$ cat config.mk
export PLATFORM = sky130hd
export DESIGN_NAME = vseg_decode
export DESIGN_NICKNAME = d
export VERILOG_FILES = /design/src/rtl/vseg_pkg.sv /design/src/rtl/vseg_classify.sv /design/src/rtl/vseg_fault.sv /design/src/rtl/vseg_xlate.sv /design/src/rtl/vseg_decode.sv
export SDC_FILE = /design/constraint.sdc
export NUM_CORES = 1
export LEC_CHECK = 0
export ABC_CLOCK_PERIOD_IN_PS = 950
export BUFFER_PORTS_ARGS = -buffer_cell sky130_fd_sc_hd__buf_2
export CORE_MARGIN = 2
export CORE_UTILIZATION = 45
export CTS_CLUSTER_SIZE = 16
export DETAILED_ROUTE_END_ITERATION = 7
export PLACE_DENSITY = 0.86
export REMOVE_ABC_BUFFERS = 1
export SYNTH_ARGS = -nofsm -noshare
export SYNTH_HDL_FRONTEND = slang
export SYNTH_SLANG_ARGS = --single-unit
$ cat constraint.sdc
create_clock -name clk -period 0.95 [get_ports clk]
set_input_delay 0.095 -clock clk [delete_from_list [all_inputs] [get_ports clk]]
set_output_delay 0.095 -clock clk [all_outputs]
set_load 0.01 [all_outputs]
$ cat src/rtl/vseg_pkg.sv
package vseg_pkg;

   typedef enum logic [1:0] {
      SEG_LOW_MAPPED  = 2'd0,
      SEG_DIRECT_A    = 2'd1,
      SEG_DIRECT_B    = 2'd2,
      SEG_HIGH_MAPPED = 2'd3
   } seg_e;

   localparam int EXC_W = 5;
   localparam logic [EXC_W-1:0] EXC_NONE       = 5'd0;
   localparam logic [EXC_W-1:0] EXC_ADDR_LOAD  = 5'd4;
   localparam logic [EXC_W-1:0] EXC_ADDR_STORE = 5'd5;

endpackage

$ cat src/rtl/vseg_classify.sv
module vseg_classify
   import vseg_pkg::*;
#(
   parameter int ADDR_W = 32
) (
   input  logic [ADDR_W-1:0] vaddr,
   input  logic              st_user,
   input  logic              st_exl,
   input  logic              st_erl,
   output seg_e              seg,
   output logic              kernel
);

   localparam int TOP = ADDR_W - 1;

   always_comb begin
      if (!vaddr[TOP])          seg = SEG_LOW_MAPPED;
      else if (vaddr[TOP-1])    seg = SEG_HIGH_MAPPED;
      else if (vaddr[TOP-2])    seg = SEG_DIRECT_B;
      else                      seg = SEG_DIRECT_A;
   end

   assign kernel = !st_user || st_exl || st_erl;

endmodule

$ cat src/rtl/vseg_fault.sv
module vseg_fault
   import vseg_pkg::*;
#(
   parameter int ALIGN_W = 2
) (
   input  seg_e               seg,
   input  logic               kernel,
   input  logic [ALIGN_W-1:0] low_bits,
   input  logic               is_word,
   input  logic               is_write,
   output logic               fault,
   output logic [EXC_W-1:0]   exc_code
);

   logic misalign;
   logic priv_bad;

   assign misalign = is_word && (|low_bits);
   assign priv_bad = (seg == SEG_HIGH_MAPPED) && !kernel;
   assign fault    = misalign || priv_bad;

   always_comb begin
      if (!fault)        exc_code = EXC_NONE;
      else if (is_write) exc_code = EXC_ADDR_STORE;
      else               exc_code = EXC_ADDR_LOAD;
   end

endmodule

$ cat src/rtl/vseg_xlate.sv
module vseg_xlate
   import vseg_pkg::*;
#(
   parameter int ADDR_W  = 32,
   parameter int STRIP_W = 3
) (
   input  seg_e              seg,
   input  logic              st_erl,
   input  logic              fault,
   input  logic [ADDR_W-1:0] vaddr,
   output logic [ADDR_W-1:0] paddr,
   output logic              tlb_req
);

   localparam int KEEP_W = ADDR_W - STRIP_W;

   logic [ADDR_W-1:0] keep_mask;

   genvar gi;
   generate
      for (gi = 0; gi < ADDR_W; gi++) begin : g_mask
         assign keep_mask[gi] = (gi < KEEP_W);
      end
   endgenerate

   always_comb begin
      paddr   = vaddr;
      tlb_req = 1'b0;
      unique case (seg)
         SEG_LOW_MAPPED:  tlb_req = !st_erl && !fault;
         SEG_DIRECT_A,
         SEG_DIRECT_B:    paddr = vaddr & keep_mask;
         SEG_HIGH_MAPPED: tlb_req = !fault;
         default:         tlb_req = 1'b0;
      endcase
   end

endmodule

$ cat src/rtl/vseg_decode.sv
module vseg_decode
   import vseg_pkg::*;
#(
   parameter int ADDR_W  = 32,
   parameter int STRIP_W = 3,
   parameter int ALIGN_W = 2
) (
   input  logic              clk,
   input  logic              rst_n,
   input  logic              in_valid,
   input  logic [31:0]       in_vaddr,
   input  logic              in_write,
   input  logic              in_word,
   input  logic              st_user,
   input  logic              st_exl,
   input  logic              st_erl,
   output logic              out_valid,
   output logic [31:0]       out_paddr,
   output logic              out_tlb_req,
   output logic [4:0]        out_exc_code
);

   generate
      if (ADDR_W != 32) begin : g_bad_width
         $error("vseg_decode: ADDR_W must match the 32-bit port width");
      end
      if (STRIP_W < 3 || STRIP_W > ADDR_W - 2) begin : g_bad_strip
         $error("vseg_decode: STRIP_W out of range");
      end
      if (ALIGN_W < 1 || ALIGN_W > 4) begin : g_bad_align
         $error("vseg_decode: ALIGN_W must be 1..4");
      end
   endgenerate

   seg_e              seg;
   logic              kernel;
   logic              fault;
   logic [EXC_W-1:0]  exc_comb;
   logic [ADDR_W-1:0] paddr_comb;
   logic              tlb_comb;

   vseg_classify #(.ADDR_W(ADDR_W)) u_classify (
      .vaddr   (in_vaddr),
      .st_user (st_user),
      .st_exl  (st_exl),
      .st_erl  (st_erl),
      .seg     (seg),
      .kernel  (kernel)
   );

   vseg_fault #(.ALIGN_W(ALIGN_W)) u_fault (
      .seg      (seg),
      .kernel   (kernel),
      .low_bits (in_vaddr[ALIGN_W-1:0]),
      .is_word  (in_word),
      .is_write (in_write),
      .fault    (fault),
      .exc_code (exc_comb)
   );

   vseg_xlate #(.ADDR_W(ADDR_W), .STRIP_W(STRIP_W)) u_xlate (
      .seg     (seg),
      .st_erl  (st_erl),
      .fault   (fault),
      .vaddr   (in_vaddr),
      .paddr   (paddr_comb),
      .tlb_req (tlb_comb)
   );

   always_ff @(posedge clk or negedge rst_n) begin
      if (!rst_n) begin
         out_valid    <= 1'b0;
         out_paddr    <= '0;
         out_tlb_req  <= 1'b0;
         out_exc_code <= EXC_NONE;
      end else begin
         out_valid    <= in_valid;
         out_tlb_req  <= in_valid && tlb_comb;
         out_exc_code <= in_valid ? exc_comb : EXC_NONE;
         if (in_valid) out_paddr <= paddr_comb;
      end
   end

endmodule

==> load_flow_metrics.sql <==
INSERT INTO impl_metrics (metric_group, metric, value, unit) VALUES
('clock_tree', 'insertion_delay', '0.33', 'ns'),
('setup_path', 'worstPathArrival', '0.95', 'ns'),
('yosys', 'post_synth_edffs', '0', ''),
('setup_path', 'worst-r2r-cell-count', '2', ''),
('clock_tree', 'cts.sinks', '36', ''),
('clock_tree', 'cts-htree-levels', '2', ''),
('yosys', 'synth.top_cells.by_area', 'dfrtp_1 57%, mux2_4 26%, buf_12 3.8%, ha_1 1.6%, buf_4 1.4%', ''),
('setup_path', 'setup.worst_path.start_class', 'register', ''),
('grt', 'grt_antenna_before_repair', '0', ''),
('detailed_routing', 'dr_wl_met2', '2.83', 'mm'),
('detailed_routing', 'wl', '5.51', 'mm'),
('yosys', 'syn-mean-instance-area', '16.9', 'um2'),
('finish', 'post-route-util', '77.4', '%'),
('floorplan', 'core.rowCount', '21', ''),
('status', 'failed_checks', 'hold timing, setup timing', ''),
('placement', 'port_buffers', '75', ''),
('setup_path', 'worstPathCellList', 'buf_6', ''),
('sta', 'fin_skew', '0', 'ns'),
('finish', 'number_of_diodes', '0', ''),
('sta', 'final_hold_vios', '1', ''),
('setup_path', 'cp_slowest_stage_delay', '0.45', 'ns'),
('detailed_routing', 'wirelength_met1', '2.15', 'mm'),
('setup_path', 'critical_path_required', '0.85', 'ns'),
('yosys', 'post_synth_most_frequent_cells', '36 x dfrtp_1, 27 x mux2_4, 3 x buf_12, 3 x buf_4, 3 x o21ai_0', ''),
('yosys', 'synth.cell_area', '1570', 'um2'),
('clock_tree', 'cts_buffer_depth', '2', ''),
('detailed_routing', 'post_route_antenna_net_violation_count', '0', ''),
('yosys', 'synthCells', '93', ''),
('sta', 'min_period_over_period', '110', '%'),
('setup_path', 'start_to_end_type_of_the_worst_setup_path', 'register to primary output', ''),
('setup_path', 'crit_path_top_delay_cell', 'dfrtp_1', ''),
('detailed_routing', 'drt-pass1-iter-count', '4', ''),
('clock_tree', 'cts_inserted_buffers', '5', ''),
('min_path', 'hold-path-cell-count', '2', ''),
('yosys', 'yosys_most_used_dff', 'dfrtp_1', ''),
('yosys', 'synth_top_cell_by_area', 'dfrtp_1', ''),
('floorplan', 'core_area', '3340', 'um2'),
('clock_tree', 'clock_tree_from_tritoncts', 'yes', ''),
('grt', 'grt_pass1_wl', '7.66', 'mm'),
('clock_tree', 'clk_pin_slew', '0.12', 'ns'),
('floorplan', 'design.die.area', '3980', 'um2'),
('detailed_routing', 'routed_via_density', '4.85', ''),
('yosys', 'synthMostInstantiatedCell', 'dfrtp_1', ''),
('setup_path', 'crit_path_max_fanout', '2', ''),
('sta', 'layout_min_cycle_time', '1.04', 'ns'),
('min_path', 'min-delay-path-class', 'input port to register', ''),
('yosys', 'yosys_register_bits', '36', ''),
('sta', 'hold_ws', '-0.00174', 'ns'),
('floorplan', 'initial_utilization', '47.0', '%'),
('sta', 'setup_total_negative_slack', '-1.07', 'ns'),
('detailed_routing', 'vias', '1352', ''),
('grt', 'grt.overflow.total', '0', ''),
('yosys', 'yosysWarningCount', '0', ''),
('placement', 'place.detailed.hpwl', '2.53', 'mm'),
('status', 'status', 'finished, violations left', ''),
('finish', 'layout-area-overhead-vs-synth', '64.5', '%'),
('power_and_ir_drop', 'vdd_ir_drop_max', '0.000700', 'V'),
('detailed_routing', 'top_layer', 'met4', ''),
('sta', 'postLayoutSetupSlackWorst', '-0.0935', 'ns'),
('sta', 'max_clock_freq', '0.958', 'GHz'),
('power_and_ir_drop', 'power_density_normalized_to_cell_area', '1430', 'nW/um2'),
('detailed_routing', 'detailed_route_iter0_violations', '93', ''),
('finish', 'num-nets-final', '274', ''),
('yosys', 'synth.yosys.seq_area_share', '57.4', '%'),
('power_and_ir_drop', 'total_leakage_power', '1.38', 'nW'),
('floorplan', 'die_h', '63.1', 'um'),
('grt', 'largest_net_degree_at_the_start_of_global_routing', '30', ''),
('yosys', 'synth-async-reset-ratio', '100', '%'),
('yosys', 'synthDominantCellAreaShare', '57.4', '%'),
('sta', 'setup_violations', '34', ''),
('grt', 'number_of_global_route_vias_before_repair', '1423', '');
-- cells in the final DEF, fill, tap and decap left out, types with 2 or more instances in the layout --
cell type,Yosys,routed
a21oi_1,2,2
a22o_1,2,2
buf_12,3,2
buf_2,0,68
buf_4,3,31
buf_6,1,7
clkbuf_1,0,2
clkbuf_4,0,5
conb_1,1,3
dfrtp_1,36,36
dlygate4sd3_1,0,29
ha_1,2,2
inv_1,2,2
mux2_2,2,2
mux2_4,27,27
o21ai_1,0,2
-- state kept, by name (all words and copies together), names as in the netlist --
signal	cells
out_exc_code	2
out_paddr	32
out_tlb_req	1
out_valid	1
-- cell type report --
| class | count | area (um2) | share of cell area [%] |
|---|---|---|---|
| timing repair buffer | 137 | 982 | 38.1 |
| clock buffer | 8 | 58.8 | 2.28 |
| multi-input combinational | 49 | 568 | 22.0 |
| sequential | 36 | 901 | 34.9 |
| tap | 46 | 57.6 | 2.23 |
| inverter | 3 | 13.8 | 0.533 |
-- final timing paths --
check | startpoint | end | slack, ns
worst min-delay path | in_vaddr[10] | out_paddr[10]$_DFFE_PN0P_ | -0.002
min in group asynchronous | rst_n | out_paddr[4]$_DFFE_PN0P_ | 0.18
worst max-delay path | out_paddr[8]$_DFFE_PN0P_ | out_paddr[8] | -0.09
max in group asynchronous | rst_n | out_paddr[29]$_DFFE_PN0P_ | 0.35
worst min register to register | out_paddr[0]$_DFFE_PN0P_ | out_paddr[0]$_DFFE_PN0P_ | 0.52
worst max register to register | out_paddr[8]$_DFFE_PN0P_ | out_paddr[8]$_DFFE_PN0P_ | -0.03
-- power by group --
part / total, mW / switching [mW] / internal [mW] / leakage [nW]
clock: 0.860 / 0.494 / 0.365 / 0.0326
sequential: 1.78 / 0.104 / 1.68 / 0.430
combinational: 1.05 / 0.417 / 0.630 / 0.913
total: 3.69 / 1.01 / 2.67 / 1.38
-- routing by layer --
| metal | global-route usage [%] | up-vias |
|---|---|---|
| met5 | 0 | - |
| met4 | 10.3 | 0 |
| met3 | 7.86 | 13 |
| met2 | 45.5 | 83 |
| met1 | 29.6 | 660 |
| li1 | - | 596 |
-- kinds of logic (layout without fill, tap and decap cells) --
family | Yosys count | after routing | synth area share [%]
multiplexers | 29 | 29 | 27.3
other | 1 | 3 | 0.239
adder cells (fa/ha/maj) | 2 | 2 | 1.59
AO/OA/AOI/OAI | 10 | 10 | 4.39
AND/OR/NAND/NOR | 5 | 5 | 2.23
flip-flops | 36 | 36 | 57.4
buffers and inverters | 10 | 148 | 6.86
-- per-stage QoR --
| stage | worst slack (ns) | hold WS (ns) | instance area (um2) | std cells | total power [mW] |
|---|---|---|---|---|---|
| 2_1_floorplan | -0.0636 | -0.201 | 1480 | 88 | 2.10 |
| 3_3_place_gp | -0.205 | -0.0568 | 1990 | 216 | 2.43 |
| 3_5_place_dp | -0.317 | -0.0426 | 1990 | 216 | 2.48 |
| 4_1_cts | -0.0464 | 0.00105 | 2490 | 273 | 3.53 |
| 5_1_grt | -0.112 | -0.0123 | 2580 | 279 | 3.85 |
| 6_report | -0.0935 | -0.00174 | 2580 | 279 | 3.69 |
-- what timing repair did --
item                       CTS  global route
cloned                       0             0
setup endpoints to repair   36            38
hold buffers                29             0
resized for setup            0             9
buffers inserted            20             6
hold endpoints to repair    64             0
Power figures use the tool's default switching activity.
